$ cat config.mk
export PLATFORM = sky130hd
export DESIGN_NAME = rowpair_scanout
export DESIGN_NICKNAME = d
export VERILOG_FILES = /design/src/rtl/rowpair_pkg.sv /design/src/rtl/rowpair_rowptr.sv /design/src/rtl/rowpair_fetch.sv /design/src/rtl/rowpair_shift.sv /design/src/rtl/rowpair_scanout.sv
export SDC_FILE = /design/constraint.sdc
export NUM_CORES = 1
export LEC_CHECK = 0
export ABC_CLOCK_PERIOD_IN_PS = 3250
export BUFFER_PORTS_ARGS = -buffer_cell sky130_fd_sc_hd__buf_2
export CORE_ASPECT_RATIO = 0.75
export CORE_MARGIN = 5
export CORE_UTILIZATION = 58
export CTS_CLUSTER_DIAMETER = 50
export DETAILED_ROUTE_END_ITERATION = 6
export PLACE_DENSITY = 0.87
export SYNTH_ARGS = -nofsm -noshare
export SYNTH_HDL_FRONTEND = slang
export SYNTH_HIERARCHICAL = 1
export SYNTH_SLANG_ARGS = --single-unit
export TNS_END_PERCENT = 10
$ cat constraint.sdc
create_clock -name clk -period 3.25 [get_ports clk]
set_clock_uncertainty 0.05 [all_clocks]
set_input_delay 0.1625 -clock clk [delete_from_list [all_inputs] [get_ports clk]]
set_output_delay 0.1625 -clock clk [all_outputs]
set_load 0.05 [all_outputs]
$ cat src/rtl/rowpair_pkg.sv
package rowpair_pkg;

    localparam int WORD_W = 16;
    localparam int BIT_W  = 4;

    typedef enum logic [1:0] {
        SCAN_IDLE = 2'd0,
        SCAN_ARM  = 2'd1,
        SCAN_RUN  = 2'd2
    } scan_state_e;

    // Words per line burst: visible bytes plus two, in halfwords.
    function automatic int burst_words(input int width_pix);
        return ((width_pix / 8) + 2) / 2;
    endfunction

endpackage

$ cat src/rtl/rowpair_rowptr.sv
module rowpair_rowptr #(
    parameter int ADDR_W     = 16,
    parameter int FIRST_LINE = 16,
    parameter int ROWS       = 240,
    parameter int STRIDE     = 40,
    parameter logic [ADDR_W-1:0] FB_BASE = '0
) (
    input  logic              clk,
    input  logic              rst_n,
    input  logic              go,
    input  logic              line_ok,
    input  logic              line_lsb,
    output logic [ADDR_W-1:0] row_base
);

    localparam int ROW_W = (ROWS > 1) ? $clog2(ROWS) : 1;
    localparam logic [ROW_W-1:0]  LAST_ROW  = ROW_W'(ROWS - 1);
    localparam logic [ADDR_W-1:0] STEP      = ADDR_W'(STRIDE);
    localparam logic              FIRST_ODD = ((FIRST_LINE % 2) != 0);

    logic [ROW_W-1:0] row_idx;
    logic             rel_odd;

    // Parity of the line offset from the first visible line.
    assign rel_odd = line_lsb ^ FIRST_ODD;

    always_ff @(posedge clk) begin
        if (!rst_n) begin
            row_idx  <= '0;
            row_base <= FB_BASE;
        end else if (go) begin
            if (!line_ok) begin
                row_idx  <= '0;
                row_base <= FB_BASE;
            end else if (rel_odd) begin
                if (row_idx == LAST_ROW) begin
                    row_idx  <= '0;
                    row_base <= FB_BASE;
                end else begin
                    row_idx  <= row_idx + 1'b1;
                    row_base <= row_base + STEP;
                end
            end
        end
    end

    p_blank_rewind_r8: assert property (@(posedge clk) disable iff (!rst_n)
        (go && !line_ok) |=> (row_base == FB_BASE));

    p_even_keep_r6: assert property (@(posedge clk) disable iff (!rst_n)
        (go && line_ok && !rel_odd) |=> $stable(row_base));

endmodule

$ cat src/rtl/rowpair_fetch.sv
module rowpair_fetch
    import rowpair_pkg::*;
#(
    parameter int ADDR_W = 16,
    parameter int BURST  = 41
) (
    input  logic              clk,
    input  logic              rst_n,
    input  logic              start,
    input  logic [ADDR_W-1:0] row_base,
    input  logic              word_end,
    output logic              rd_en,
    output logic [ADDR_W-1:0] rd_addr,
    output logic              load_first,
    output logic              load_zero,
    output logic              clr,
    output logic              shift_en,
    output logic              hold_we,
    output logic              busy
);

    localparam int CNT_W = $clog2(BURST + 1);
    localparam logic [CNT_W-1:0] LAST_WORD = CNT_W'(BURST - 1);
    localparam logic [CNT_W-1:0] PAD_PREV  = CNT_W'(BURST - 2);
    localparam logic [CNT_W-1:0] PF_LIMIT  = CNT_W'(BURST - 3);

    scan_state_e      state_q, state_d;
    logic [CNT_W-1:0] word_cnt;
    logic             rd_vld;
    logic             last_word;
    logic             issue;

    // Next-state logic.
    always_comb begin
        state_d = state_q;
        unique case (state_q)
            SCAN_IDLE: if (start) state_d = SCAN_ARM;
            SCAN_ARM: begin
                if (start)       state_d = SCAN_ARM;
                else if (rd_vld) state_d = SCAN_RUN;
            end
            SCAN_RUN: begin
                if (start)                       state_d = SCAN_ARM;
                else if (word_end && last_word)  state_d = SCAN_IDLE;
            end
            default: state_d = SCAN_IDLE;
        endcase
    end

    // Control outputs.
    always_comb begin
        shift_en   = (state_q == SCAN_RUN);
        busy       = (state_q != SCAN_IDLE);
        last_word  = (word_cnt == LAST_WORD);
        load_first = (state_q == SCAN_ARM) && rd_vld && !start;
        load_zero  = (word_cnt == PAD_PREV);
        clr        = start || (shift_en && word_end && last_word);
        hold_we    = shift_en && rd_vld;
        issue      = load_first ||
                     (shift_en && word_end && !last_word && (word_cnt < PF_LIMIT));
    end

    always_ff @(posedge clk) begin
        if (!rst_n) state_q <= SCAN_IDLE;
        else        state_q <= state_d;
    end

    always_ff @(posedge clk) begin
        if (!rst_n) begin
            rd_en    <= 1'b0;
            rd_addr  <= '0;
            rd_vld   <= 1'b0;
            word_cnt <= '0;
        end else if (start) begin
            rd_en    <= 1'b1;
            rd_addr  <= row_base;
            rd_vld   <= 1'b0;
            word_cnt <= '0;
        end else begin
            rd_vld <= rd_en;
            rd_en  <= issue;
            if (issue) rd_addr <= rd_addr + 1'b1;
            if (load_first)
                word_cnt <= '0;
            else if (shift_en && word_end && !last_word)
                word_cnt <= word_cnt + 1'b1;
        end
    end

    p_read_busy_r2: assert property (@(posedge clk) disable iff (!rst_n)
        rd_en |-> busy);

    p_cnt_bound_r10: assert property (@(posedge clk) disable iff (!rst_n)
        word_cnt <= LAST_WORD);

endmodule

$ cat src/rtl/rowpair_shift.sv
module rowpair_shift
    import rowpair_pkg::*;
(
    input  logic              clk,
    input  logic              rst_n,
    input  logic              clr,
    input  logic              load_first,
    input  logic              load_zero,
    input  logic              shift_en,
    input  logic              hold_we,
    input  logic [WORD_W-1:0] rd_data,
    output logic              word_end,
    output logic              pix
);

    localparam logic [BIT_W-1:0] LAST_BIT = BIT_W'(WORD_W - 1);

    logic [WORD_W-1:0] sh;
    logic [WORD_W-1:0] hold;
    logic              phase;
    logic [BIT_W-1:0]  bit_cnt;

    assign word_end = shift_en && phase && (bit_cnt == LAST_BIT);
    assign pix      = sh[0];

    always_ff @(posedge clk) begin
        if (!rst_n) begin
            sh      <= '0;
            hold    <= '0;
            phase   <= 1'b0;
            bit_cnt <= '0;
        end else begin
            if (hold_we) hold <= rd_data;
            if (clr) begin
                sh      <= '0;
                phase   <= 1'b0;
                bit_cnt <= '0;
            end else if (load_first) begin
                sh      <= rd_data;
                phase   <= 1'b0;
                bit_cnt <= '0;
            end else if (shift_en) begin
                phase <= ~phase;
                if (phase) begin
                    if (bit_cnt == LAST_BIT) begin
                        bit_cnt <= '0;
                        sh      <= load_zero ? '0 : hold;
                    end else begin
                        bit_cnt <= bit_cnt + 1'b1;
                        sh      <= sh >> 1;
                    end
                end
            end
        end
    end

    p_pix_hold_r4: assert property (@(posedge clk) disable iff (!rst_n)
        (shift_en && !phase && !clr && !load_first) |=> $stable(pix));

endmodule

$ cat src/rtl/rowpair_scanout.sv
module rowpair_scanout
    import rowpair_pkg::*;
#(
    parameter int ADDR_W     = 16,
    parameter int LINE_W     = 10,
    parameter int WIDTH_PIX  = 640,
    parameter int STRIDE     = 40,
    parameter int ROWS       = 240,
    parameter int FIRST_LINE = 16,
    parameter logic [ADDR_W-1:0] FB_BASE = '0
) (
    input  logic              clk,
    input  logic              rst_n,
    input  logic              scan_go,
    input  logic [LINE_W-1:0] line_idx,
    input  logic              line_act,
    output logic              rd_en,
    output logic [ADDR_W-1:0] rd_addr,
    input  logic [15:0]       rd_data,
    output logic              pix_out
);

    localparam int BURST = burst_words(WIDTH_PIX);

    logic              line_ok;
    logic              start;
    logic [ADDR_W-1:0] row_base;
    logic              word_end;
    logic              load_first;
    logic              load_zero;
    logic              clr;
    logic              shift_en;
    logic              hold_we;
    logic              busy;

    assign line_ok = line_act && (line_idx >= LINE_W'(FIRST_LINE));
    assign start   = scan_go && line_ok;

    rowpair_rowptr #(
        .ADDR_W    (ADDR_W),
        .FIRST_LINE(FIRST_LINE),
        .ROWS      (ROWS),
        .STRIDE    (STRIDE),
        .FB_BASE   (FB_BASE)
    ) u_rowptr (
        .clk     (clk),
        .rst_n   (rst_n),
        .go      (scan_go),
        .line_ok (line_ok),
        .line_lsb(line_idx[0]),
        .row_base(row_base)
    );

    rowpair_fetch #(
        .ADDR_W(ADDR_W),
        .BURST (BURST)
    ) u_fetch (
        .clk       (clk),
        .rst_n     (rst_n),
        .start     (start),
        .row_base  (row_base),
        .word_end  (word_end),
        .rd_en     (rd_en),
        .rd_addr   (rd_addr),
        .load_first(load_first),
        .load_zero (load_zero),
        .clr       (clr),
        .shift_en  (shift_en),
        .hold_we   (hold_we),
        .busy      (busy)
    );

    rowpair_shift u_shift (
        .clk       (clk),
        .rst_n     (rst_n),
        .clr       (clr),
        .load_first(load_first),
        .load_zero (load_zero),
        .shift_en  (shift_en),
        .hold_we   (hold_we),
        .rd_data   (rd_data),
        .word_end  (word_end),
        .pix       (pix_out)
    );

    p_idle_dark_r5: assert property (@(posedge clk) disable iff (!rst_n)
        !busy |-> !pix_out);

endmodule

# Word level (Yosys, flattened, before mapping)
# Index checks and enable logic that the tools add are counted.
# W data, S select, Z words.
# classes
mux,21
n_div,0
reduce_logical,28
shift,0
mul,0
n_lt_le_gt_ge,2
n_addsub,5
bitwise,2
n_eq_ne,10
# op_table
operator,n
$mux W16,10
$mux W8,3
$add A16 B1 Y16 const B,1
$add A16 B6 Y16 const B,1
$eq A6 B6 Y1 const B,2
$logic_and A1 B1 Y1,12
$ge A10 B5 Y1 const B,1
$mux W2,5
$add A8 B1 Y8 const B,1
$eq A8 B8 Y1 const B,1
$add A6 B1 Y6 const B,1
$lt A6 B6 Y1 const B,1
$pmux W2 S3,1
$reduce_and A2 Y1,3
$reduce_bool A2 Y1,3
$reduce_or A3 Y1,2
$add A4 B1 Y4 const B,1
$eq A4 B4 Y1 const B,1
$mux W4,1
$reduce_or A2 Y1,2
$ne A3 B1 Y1 const B,1
$ne A3 B3 Y1 const B,1
$reduce_and A3 Y1,1
$eq A2 B1 Y1 const B,1
8 further kinds,11
# totals
regBits,87
latchBits,0
output_inout_bits,18
mem_bits_rw,0
mem_bits_ro,0
memories,0

# Depth between registers and ports, before layout
# logic_depth
depth_word,9
ltp_mapped,13
mapped_depth_nobuf,9

# Hierarchy
# The synthesis kept the hierarchy.
# modules_own_cells
module,instances,area_each_um2,cells_per_inst
rowpair_shift,1,1749.2,168
rowpair_fetch,1,1457.6,188
rowpair_rowptr,1,1032.2,117
rowpair_scanout,1,32.5,5

# Least setup slack after synthesis
# Ideal clock, no wire load.
# synth_timing
kind,register -> register
startpoint,reg u_shift.bit_cnt[0]
endpoint,reg u_fetch.rd_addr[15]
setup_time_ns,0.074
n_path_buf,2
t_required_ns,3.126
path_slack_ns,0.810
path_stages_with_launch,11
t_arrival_ns,2.316
cell_sequence,dfxtp_1 ha_1 and3_4 buf_12 buf_12 and2_1 and3b_1 o21a_1 a21oi_1 or4_1 a31oi_1
# synth_between
elab_chain_cells,7
# synth_rtl
element,line,text
from (decl),rowpair_shift.sv:21,logic [BIT_W-1:0] bit_cnt;
from (signal assigned),rowpair_shift.sv:49,bit_cnt <= bit_cnt + 1'b1;
$eq A4 B4 Y1,rowpair_shift.sv:23,assign word_end = shift_en && phase && (bit_cnt == LAST_BIT);
$logic_and A1 B1 Y1,rowpair_shift.sv:23,
net word_end,rowpair_scanout.sv:28,logic word_end;
$logic_and A1 B1 Y1 (3 in series),rowpair_fetch.sv:60,(shift_en && word_end && !last_word && (word_cnt < PF_LIMIT));
$logic_or A1 B1 Y1,rowpair_fetch.sv:59,issue = load_first ||
$reduce_bool A2 Y1 (no source line),--,
to (signal assigned),rowpair_fetch.sv:76,rd_addr <= row_base;
to (signal assigned),rowpair_fetch.sv:82,if (issue) rd_addr <= rd_addr + 1'b1;
to (decl),rowpair_fetch.sv:13,"output logic [ADDR_W-1:0] rd_addr,"
# The timed path passes the listed nets, and every way through them passes these cells.
# A chain may end at the register's enable or synchronous reset.

# Worst setup path in the final report
# layout_timing
startpoint,reg u_shift.bit_cnt[0]
endpoint,reg u_shift.sh[13]
# layout_between
elab_chain_cells,6
# layout_rtl
element,line,text
$eq A4 B4 Y1,rowpair_shift.sv:23,
$logic_and A1 B1 Y1,rowpair_shift.sv:23,
net word_end,rowpair_scanout.sv:28,
$logic_and A1 B1 Y1 (2 in series),rowpair_fetch.sv:57,clr = start || (shift_en && word_end && last_word);
$logic_or A1 B1 Y1,rowpair_fetch.sv:57,
net clr,rowpair_scanout.sv:31,logic clr;
$reduce_or A2 Y1 (no source line),--,
to (signal assigned),rowpair_shift.sv:39,sh <= rd_data;
to (signal assigned),rowpair_shift.sv:47,sh <= load_zero ? '0 : hold;
to (signal assigned),rowpair_shift.sv:50,sh <= sh >> 1;
to (decl),rowpair_shift.sv:18,logic [WORD_W-1:0] sh;
# The timed path passes the listed nets, and every way through them passes these cells. The select of a mux whose other input is x is not followed.

==> metrics.txt <==
status complete, no violations; Antenna diodes 0; CTS Root Cell clkbuf_8; internal power 1.39 mW; Max clock buf depth 2; Slew Viols, Final 0; Power Density 395 nW/um2; routability cong. 0.843; Detail Route Antenna Nets 0; fin crit period 2.88 ns; Setup crit start kind flop; Initial Util 58.7%; crit-path max cell delay 0.63 ns; Buf+Inv Stages, Crit Path 0; initial antenna violation count 0; Die Y 84.3 um; port bufs 44; # DRC 0; GRT Residual Overflow 0; HP Class primary input to flop; worst rel slew slack 49.6%; Die X 109 um; P_sw 0.528 mW; Setup crit end kind flop; CP dominant cell by count nand2_1; Comb power frac 8.0%; row count 27; CTS Buf Count 9; yosys warns 6; first-pass GRT wire length 16.6 mm; Lkg Pwr 1.73 nW; Tcrit/Tclk final 88.5%; Fill cells 556; post-CTS resize count 0; Die Area 9190 um2; max cap viols 0; Netlist Area Pre-Place 4270 um2; post-DP HPWL 6.78 mm; DRT Wirelength 10.1 mm; Clk pin slew, worst setup/hold paths 0.10 ns; worst slew pin tran 0.750 ns; CTS H-tree lvls 3; Max Clock Freq 348 MHz; Cells after Synth 477; Total GRT Usage 22.0%; crit-path cells ha_1 > and3_4 > and2_1 > and3b_1 > nand2_1 > nand2_1 > nor3b_4 > nand2_2 > o21ai_1; Clock power frac 37.1%; slowest stage cell, crit path nor3b_4; CTS sink cnt 84; Final Power 1.92 mW; drt via density 5.97; layout cell share with drive strength beyond 1 16.0%; via count 3805; Fin. Hold Viols 0; Top delay family on crit path simple AND/OR/NAND/NOR gates; Critical Path AT 3.12 ns; largest net degree at the start of global routing 32; Boundary Pins 48; DRT Pass-1 Iters 5; drt wl/cell 15.9 um; Area Overhead vs Synth 13.9%; Flop pwr share 54.9%; Max VDD drop 317 uV; drt initial violations 379; TNS Setup 0 ns; vias in the first global route 3624; core footprint 7260 um2; nets 567; post-route cell area 4860 um2; DP Area 4520 um2; Switching Fraction 27.5%; Worst Path Required 3.49 ns; Avg Inst Size Synth 8.94 um2; WS Path Type flop to flop; crit-path max FO 19; endpoints failing setup 0; RSZ-0062 raised after global routing false; Clk Latency, worst-skew pair 0.36 ns; CTS tree done
==> timing repair <==
item,in CTS,in global routing
setup buffers,0,0
hold buffers,15,0
hold endpoints to repair,15,0
==> power by group through the flow <==
stage / registers, mW / clock network, mW / logic [mW]
3_3_place_gp: 1.08 / 0 / 0.132
3_5_place_dp: 1.08 / 0 / 0.136
2_1_floorplan: 1.09 / 0 / 0.0750
5_1_grt: 1.06 / 0.776 / 0.166
4_1_cts: 1.05 / 0.729 / 0.152
6_report: 1.05 / 0.712 / 0.155
==> routing by layer <==
layer  GRT usage (%)  part of all wire [%]
met1            28.2                    43
met5               0                     0
met3            5.00                   6.2
met4            7.22                   1.8
met2            36.5                    48
==> flip-flops by register name, summed over array words and instances (netlist names) <==
| register | count |
|---|---|
| u_shift/sh | 16 |
| u_fetch/word_cnt | 6 |
| u_shift/bit_cnt | 4 |
| u_fetch/rd_vld | 1 |
| u_fetch/rd_addr | 16 |
| u_fetch/rd_en | 1 |
| u_rowptr/row_base | 13 |
| u_fetch/state_q | 2 |
| u_shift/phase | 1 |
| u_rowptr/row_idx | 8 |
| u_shift/hold | 16 |
==> path summary, 6_finish.rpt <==
kind / from / endpoint / slack, ns / cells after the start
setup / recovery: u_shift/bit_cnt[0] / u_shift/sh[13] / 0.37 / 9
hold / removal: rd_data[15] / u_shift/sh[15] / 0.02 / 3
setup reg to reg: u_shift/bit_cnt[0] / u_shift/sh[13] / 0.37 / 9
hold reg to reg: u_rowptr/row_idx[1] / u_rowptr/row_idx[1] / 0.43 / 2
==> layout make-up <==
cell class | count | area [um2] | share of cell area [%]
sequential | 84 | 1680 | 34.6
tap | 101 | 126 | 2.60
multi-input combinational | 358 | 2390 | 49.2
clock buffer | 9 | 124 | 2.55
timing repair buffer | 66 | 423 | 8.70
inverter | 12 | 45.0 | 0.927
clock inverter | 7 | 68.8 | 1.42
==> stage by stage <==
step | instances | setup WS, ns | hold slack [ns] | util [%]
floorplan | 479 | 0.810 | 0.230 | -
global placement | 606 | 0.530 | 0.340 | 62.2
detailed placement | 606 | 0.458 | 0.346 | 62.2
CTS | 637 | 0.421 | 0.00629 | 66.9
global route | 637 | 0.242 | 0.00379 | 66.9
finish | 637 | 0.373 | 0.0245 | 66.9
==> worst register-to-register path: cells and delay by family (launching register included) <==
family	cells	cell delay [ns]
fa+ha+maj	1	0.23
simple gates	7	1.91
compound gates	1	0.24
flops	1	0.37
==> cells in the final DEF, fill, tap and decap left out, drive strengths merged, types with 3 or more instances in the layout <==
cell / count
xor2: 13
a21oi: 29
nand4: 7
nand3: 16
a21boi: 4
a32oi: 17
inv: 15
xnor2: 4
ha: 6
and4: 5
mux2i: 32
o21ai: 35
nand2: 40
and3: 5
conb: 3
dlygate4sd3: 15
and2: 8
a32o: 3
buf: 51
o22ai: 3
and3b: 3
dfxtp: 84
nor2: 33
nor2b: 35
a31oi: 5
or3: 8
o31ai: 5
clkbuf: 9
nor3: 4
Power figures use the tool's default switching activity.
